[config.mk]
export PLATFORM = sky130hd
export DESIGN_NAME = supply_drop_ctrl
export DESIGN_NICKNAME = d
export VERILOG_FILES = /design/src/rtl/drop_pkg.sv /design/src/rtl/drop_sync.sv /design/src/rtl/drop_stab_timer.sv /design/src/rtl/supply_drop_ctrl.sv
export SDC_FILE = /design/constraint.sdc
export NUM_CORES = 1
export LEC_CHECK = 0
export BUFFER_PORTS_ARGS = -buffer_cell sky130_fd_sc_hd__buf_2
export CORE_ASPECT_RATIO = 1.4
export CORE_MARGIN = 1.5
export CORE_UTILIZATION = 32
export DETAILED_ROUTE_END_ITERATION = 7
export SLEW_MARGIN = 20
export SYNTH_ARGS = -nofsm -noshare
export SYNTH_HDL_FRONTEND = slang
export SYNTH_SLANG_ARGS = --single-unit
export TNS_END_PERCENT = 5
[constraint.sdc]
create_clock -name clk -period 2.9 [get_ports clk]
set_clock_uncertainty 0.15 [all_clocks]
set_input_delay 0.29 -clock clk [delete_from_list [all_inputs] [get_ports clk]]
set_output_delay 0.29 -clock clk [all_outputs]
set_load 0.01 [all_outputs]
[src/rtl/drop_pkg.sv]
package drop_pkg;
    localparam int LVL_W  = 4;
    localparam int ADDR_W = 2;
    localparam int DATA_W = 8;

    localparam logic [ADDR_W-1:0] A_CTRL = 2'd0;
    localparam logic [ADDR_W-1:0] A_LVL  = 2'd1;
    localparam logic [ADDR_W-1:0] A_IRQ  = 2'd2;

    localparam int B_EN   = 7;
    localparam int B_MODE = 1;
    localparam int B_FLAG = 0;
    localparam int B_MASK = 0;
    localparam int B_PEND = 1;

    typedef struct packed {
        logic             en;
        logic             mode;
        logic [LVL_W-1:0] level;
        logic             mask;
        logic             pend;
        logic             ref_ok;
        logic             irq;
        logic             rst_req;
    } drop_state_t;
endpackage

[src/rtl/drop_sync.sv]
module drop_sync #(
    parameter int STAGES = 2
) (
    input  logic clk,
    input  logic rst_n,
    input  logic d_i,
    input  logic rst_val_i,
    output logic q_o
);
    localparam int N = (STAGES < 2) ? 2 : STAGES;

    logic [N-1:0] stg_q;
    logic [N-1:0] stg_d;

    always_comb begin
        stg_d = {stg_q[N-2:0], d_i};
    end

    always_ff @(posedge clk or negedge rst_n) begin
        if (!rst_n) stg_q <= {N{rst_val_i}};
        else        stg_q <= stg_d;
    end

    assign q_o = stg_q[N-1];
endmodule

[src/rtl/drop_stab_timer.sv]
module drop_stab_timer #(
    parameter int STAB_CYCLES = 40000
) (
    input  logic clk,
    input  logic rst_n,
    input  logic en_i,
    output logic ready_o
);
    localparam int CNT_W = (STAB_CYCLES < 1) ? 1 : $clog2(STAB_CYCLES + 1);
    localparam logic [CNT_W-1:0] LOAD = CNT_W'(STAB_CYCLES);

    logic [CNT_W-1:0] cnt_q;
    logic [CNT_W-1:0] cnt_d;

    always_comb begin
        if (!en_i)                  cnt_d = LOAD;
        else if (cnt_q != '0)       cnt_d = cnt_q - 1'b1;
        else                        cnt_d = cnt_q;
    end

    always_ff @(posedge clk or negedge rst_n) begin
        if (!rst_n) cnt_q <= LOAD;
        else        cnt_q <= cnt_d;
    end

    assign ready_o = en_i && (cnt_q == '0);
endmodule

[src/rtl/supply_drop_ctrl.sv]
module supply_drop_ctrl
    import drop_pkg::*;
#(
    parameter int STAB_CYCLES = 40000,
    parameter int SYNC_STAGES = 2
) (
    input  logic                 clk,
    input  logic                 rst_n,
    input  logic                 wr_en,
    input  logic [ADDR_W-1:0]    wr_addr,
    input  logic [DATA_W-1:0]    wr_data,
    input  logic [DATA_W-1:0]    wr_mask,
    input  logic [ADDR_W-1:0]    rd_addr,
    output logic [DATA_W-1:0]    rd_data,
    input  logic                 cmp_below_i,
    output logic [LVL_W-1:0]     level_o,
    output logic                 irq_o,
    output logic                 irq_pend_o,
    output logic                 rst_req_o
);
    drop_state_t state_q, state_d;

    logic below_s;
    logic ok;
    logic ready;
    logic flag;
    logic fall_evt;

    drop_sync #(.STAGES(SYNC_STAGES)) u_sync (
        .clk       (clk),
        .rst_n     (rst_n),
        .d_i       (cmp_below_i),
        .rst_val_i (1'b0),
        .q_o       (below_s)
    );

    assign ok = ~below_s;

    drop_stab_timer #(.STAB_CYCLES(STAB_CYCLES)) u_timer (
        .clk     (clk),
        .rst_n   (rst_n),
        .en_i    (state_q.en),
        .ready_o (ready)
    );

    assign flag     = ready & ok;
    assign fall_evt = ready & ~state_q.mode & state_q.ref_ok & ~ok;

    always_comb begin
        logic wr_ctrl, wr_lvl, wr_irq, pend_clr;
        state_d  = state_q;
        wr_ctrl  = wr_en && (wr_addr == A_CTRL);
        wr_lvl   = wr_en && (wr_addr == A_LVL);
        wr_irq   = wr_en && (wr_addr == A_IRQ);

        if (wr_ctrl && wr_mask[B_EN])   state_d.en   = wr_data[B_EN];
        if (wr_ctrl && wr_mask[B_MODE]) state_d.mode = wr_data[B_MODE];

        for (int i = 0; i < LVL_W; i++) begin
            if (wr_lvl && wr_mask[i]) state_d.level[i] = wr_data[i];
        end

        if (wr_irq && wr_mask[B_MASK]) state_d.mask = wr_data[B_MASK];
        pend_clr      = wr_irq && wr_mask[B_PEND] && wr_data[B_PEND];
        state_d.pend  = fall_evt | (state_q.pend & ~pend_clr);

        state_d.ref_ok  = ready ? ok : 1'b1;
        state_d.irq     = fall_evt & ~state_q.mask;
        state_d.rst_req = state_q.en & state_q.mode & ready & ~ok;
    end

    always_ff @(posedge clk or negedge rst_n) begin
        if (!rst_n) begin
            state_q         <= '0;
            state_q.mask    <= 1'b1;
            state_q.ref_ok  <= 1'b1;
        end else begin
            state_q <= state_d;
        end
    end

    always_comb begin
        rd_data = '0;
        case (rd_addr)
            A_CTRL: begin
                rd_data[B_EN]   = state_q.en;
                rd_data[B_MODE] = state_q.mode;
                rd_data[B_FLAG] = flag;
            end
            A_LVL:  rd_data[LVL_W-1:0] = state_q.level;
            A_IRQ: begin
                rd_data[B_MASK] = state_q.mask;
                rd_data[B_PEND] = state_q.pend;
            end
            default: rd_data = '0;
        endcase
    end

    assign level_o    = state_q.level;
    assign irq_o      = state_q.irq;
    assign irq_pend_o = state_q.pend;
    assign rst_req_o  = state_q.rst_req;
endmodule

=== Word-level counts from Yosys, hierarchy flattened ===
Cells that the tools add are included.

* Flip-flop bits (word level): 29
* Output and inout bits: 15
* Word-level logic and storage cells: 56
* Bits of input ports: 24

* $add $sub $neg: 1
* Reductions and logical operators: 17
* Bitwise operators: 14
* Equality and inequality tests: 5
* Multiplexer cells: 6

{| class="wikitable"
|+ Operators by type and width
! kind !! number
|-
| 16-bit two-way mux || 2
|-
| 16-bit logical NOT || 1
|-
| 16-bit nonzero test || 1
|-
| 16-bit by 1-bit subtractor with 16-bit output, second input constant || 1
|-
| 1-bit logical AND || 13
|-
| 1-bit bitwise AND || 9
|-
| 2-bit case mux with 3 select lines || 1
|-
| 2-bit by 1-bit equality test with 1-bit output, second input constant || 2
|-
| 2-bit equality test, second input constant || 2
|-
| 2-bit logical NOT || 2
|-
| 1-bit inverter || 4
|-
| 1-bit two-way mux || 2
|-
| 2-bit two-way mux || 1
|-
| 2-bit by 1-bit inequality test with 1-bit output, second input constant || 1
|-
| 1-bit OR || 1
|}

=== Longest topological paths before layout ===
* Depth after elaboration: 7
* Mapped depth: 7
* Mapped depth without buffers: 6

=== Least setup slack after synthesis ===
No wires, ideal clock.

* Kind: flip-flop to flip-flop
* Start point: reg u_timer.cnt_q[0]
* End point: reg u_timer.cnt_q[13]
* Path slack: 0.752 ns
* Library setup time: 0.078 ns
* Data arrival time: 1.920 ns
* Cell stages (with the launch flop): 6
* Buffers on the path: 1
* Period minus slack after synthesis: 2.148 ns
* Data required time: 2.672 ns
* Cells stage by stage: dfrtp_1 > or3_4 > or4_4 > buf_6 > or4_1 > a21boi_1

* Word-level cells in the longest chain between the ends: 3
* Elaborated cells on any way between the ends: 5
* Those cells by class: 1 x add/sub; 1 x eq/ne; 2 x mux; 1 x reduce/logical

{| class="wikitable"
|+ Ends and longest elaborated chain
! item !! line !! source
|-
| start, declared || drop_stab_timer.sv:12 || <nowiki>logic [CNT_W-1:0] cnt_q;</nowiki>
|-
| start signal, assigned || drop_stab_timer.sv:23 || <nowiki>else cnt_q <= cnt_d;</nowiki>
|-
| 16-bit by 1-bit subtractor with 16-bit output || drop_stab_timer.sv:17 || <nowiki>else if (cnt_q != '0) cnt_d = cnt_q - 1'b1;</nowiki>
|-
| 16-bit two-way mux || drop_stab_timer.sv:17 ||
|-
| 16-bit two-way mux || drop_stab_timer.sv:16 || <nowiki>if (!en_i) cnt_d = LOAD;</nowiki>
|}

Several ways; a longest one is shown, not always the timed one. The select of a mux whose other input is x is not followed.
A chain may end at the register's enable or synchronous reset.

=== Final worst setup path ===
* Start point: reg u_timer.cnt_q[0]
* End point: out rd_data[0]

* Word-level cells in the longest chain between the ends: 4

{| class="wikitable"
|+ Ends and longest elaborated chain
! item !! line !! source
|-
| 16-bit logical NOT || drop_stab_timer.sv:26 || <nowiki>assign ready_o = en_i && (cnt_q == '0);</nowiki>
|-
| 1-bit logical AND || drop_stab_timer.sv:26 ||
|-
| 1-bit bitwise AND || supply_drop_ctrl.sv:46 || <nowiki>assign flag = ready & ok;</nowiki>
|-
| 2-bit case mux with 3 select lines || supply_drop_ctrl.sv:84 || <nowiki>case (rd_addr)</nowiki>
|-
| end, declared || supply_drop_ctrl.sv:14 || <nowiki>output logic [DATA_W-1:0] rd_data,</nowiki>
|}

Every way passes these cells.

==> flow_summary.ini <==
[outcome]
status = completed

[detailed_routing]
vias = 1248
drc = 0
wl_per_cell_um = 12.4
routed_via_density = 5.07
finalWirelength_um = 3040
dr.first_iter.drc_count = 25
drt_first_pass_iters = 4
ant_nets = 0

[worst_setup_path]
cp-startpoint = u_timer.cnt_q[0]
cp_max_fo = 5
endpoint = rd_data[0]
rrSetupSlack_ns = 0.61
reg2reg_depth = 6
cpMaxStageDelayCell = or3b_2
cp.arrival_ns = 2.10
path_cells = inv_1 > ha_1 > or3b_2 > nor2_1 > nand3_1 > o21ai_0 > buf_2
timing.rr.end = u_timer.cnt_q[5]
cpPeakStageDelay_ns = 0.52
rr_startpoint = u_timer.cnt_q[0]
cp-end-kind = output port
path_class = flip-flop to output port
startpoint_type = flip-flop
cp.required_ns = 2.46

[global_route]
grt_pass1_vias = 1152
grt_antenna_before_repair = 0
met1_usage = 0.138
grt_overflow = 0
grt_pass1_wl_um = 5060
grt_start_max_net_pins = 30
grt_use_total = 0.131
grt_util_met3 = 0.0457
grt.busiest_layer = met2
met2_usage = 0.227

[placement]
gp_congestion = 0.796
port_buffers = 29
place_area_mm2 = 0.00171
dp_hpwl_um = 2230
post-place-ws_ns = 0.591

[sta]
period_needed_ns = 2.54
tns_ns = 0
setup_violations = 0
relSlewSlack = 0.530
slew_violations = 0
fin_crit_sh = 0.878
worst_slack_ns = 0.355
hold_violations = 0
rsz0062_at_grt = no
clock.fmax_ghz = 0.393
tightest_slew_ns = 0.699

[die]
io_pins = 39
core_area_mm2 = 0.00461
fp.dieW_um = 61.9
die_area_mm2 = 0.00529
fp.dieH_um = 85.5
num_rows = 29
start_util = 0.337

[yosys]
synth_top_area_share = 0.354
syn_inst = 154
synth_area_leaders = dfrtp_1 (35%), dfstp_2 (12%), mux2_2 (5.1%)
synth_top_cell_by_area = dfrtp_1
synth_most_common_cell = dfrtp_1
synth_edf_count = 0
yosysSeqAreaShare = 0.472
synthFlopType = dfrtp_1
synthTopCellsByCount = dfrtp_1 (22), nand2_1 (14), nor2_1 (13)
synth_cell_types = 42
synthArstFlopShare = 1.00
yosysWarnings = 0
synth_area_per_cell_um2 = 10.1
synth-seq-cells = 29
synth_area_mm2 = 0.00156

[cells_and_area]
fin_nets = 208
antennaDiodeCount = 0
stdcell_area_mm2 = 0.00182
areaGrowthSynthToFinish_pct = 16.8
drive_gt1_frac = 0.321

[clock_network]
htree_levels = 2
cts_buffers = 5
cts_root_buf = clkbuf_8
cts_sinks = 29
cts_tree = built
cts_buffer_depth = 2
cts_setup_buffers = 0
clock_latency_ns = 0.28
clkTransAtPathRegs_ns = 0.06

[power_and_ir_drop]
p_leak_nw = 0.768
p_per_area_mw_per_mm2 = 698
ir_drop_v = 0.000257

[flow_run]
maxCapViolCount = 0

[hold_path]
hold_start = wr_data[2]
hp-class = input pin to flip-flop
[how the worst min path moves through the flow]
stage | endpoint | slack (ns) | cells past startpoint
after global routing | state_q[10] | 0.08 | 2
after floorplan | irq_o | -0.16 | 0
after CTS | level_o[2] | 0.08 | 2
final | level_o[2] | 0.09 | 2
after detailed placement | u_sync.stg_q[1] | 0.19 | 0
after global placement | u_sync.stg_q[1] | 0.19 | 0
[final cells by class]
type / count / area [um^2]
tap: 62 / 77.6
inverter: 4 / 15.0
timing repair buffer: 31 / 165
multi-input combinational: 112 / 738
sequential: 29 / 734
fill: 492 / 2790
clock buffer: 5 / 68.8
clock inverter: 3 / 17.5
[cell families after synthesis]
logic type / Yosys count / synth area share
AND/OR/NAND/NOR: 69 / 0.257
flip-flops: 29 / 0.472
AO/OA/AOI/OAI: 28 / 0.128
buffers and inverters: 15 / 0.0579
multiplexers: 9 / 0.0636
XOR/XNOR: 2 / 0.0113
adder cells (fa/ha/maj): 1 / 0.00804
other: 1 / 0.00241
[per-stage QoR]
| stage | hold slack, ns | cells | utilization | total power, W |
|---|---|---|---|---|
| 3_3_place_gp | 0.185 | 236 | 0.371 | 0.000943 |
| 4_1_cts | 0.0762 | 246 | 0.394 | 0.00129 |
| 2_1_floorplan | -0.156 | 156 | - | 0.000878 |
| 6_report | 0.0875 | 246 | 0.394 | 0.00127 |
| 3_5_place_dp | 0.186 | 236 | 0.371 | 0.000953 |
| 5_1_grt | 0.0833 | 246 | 0.394 | 0.00136 |
[sequential cells by signal (all words and copies together) (netlist names)]
register,flops
irq_o,1
irq_pend_o,1
u_sync.stg_q,2
u_timer.cnt_q,16
state_q,4
level_o,4
rst_req_o,1
[cells in the final DEF, fill, tap and decap left out, types with 2 or more instances in the layout]
master / count
and2_1: 3
nor4_1: 5
inv_1: 4
buf_2: 29
or4_4: 2
nand3b_1: 2
or3_1: 2
dfrtp_1: 22
or3_4: 2
a21boi_1: 3
dfstp_2: 7
or4_1: 6
nand3_1: 6
nor3b_1: 2
nand2b_1: 3
mux2i_1: 2
o31ai_1: 6
a21boi_0: 5
nand4_1: 3
nor2_1: 13
clkinv_2: 2
dlygate4sd3_1: 2
clkbuf_8: 5
nand2_1: 14
o21ai_0: 7
mux2_2: 7
conb_1: 3
[per-layer routing]
| metal | routed length, um | vias up |
|---|---|---|
| met5 | 0 | - |
| met4 | 71 | 0 |
| met3 | 140 | 6 |
| met2 | 1530 | 34 |
| met1 | 1300 | 596 |
| li1 | - | 612 |
[critical path: cells and delay by family, from the launching register on]
kind,cells,cell delay (ns)
and+or+nand+nor,3,0.83
DFF,1,0.40
buffers and inverters,2,0.21
AOI/OAI and AO/OA,1,0.19
adders and majority gates,1,0.18
[power breakdown]
part | total (W) | internal, W | switching [W]
registers | 0.000576 | 0.000484 | 0.0000923
logic | 0.000369 | 0.000181 | 0.000189
clock network | 0.000323 | 0.000165 | 0.000158
[timing repair]
item	in CTS	in global routing
gates resized for setup	0	0
hold buffers	2	0
hold endpoints to repair	23	0
No activity file was read; power rests on OpenSTA's default activity.
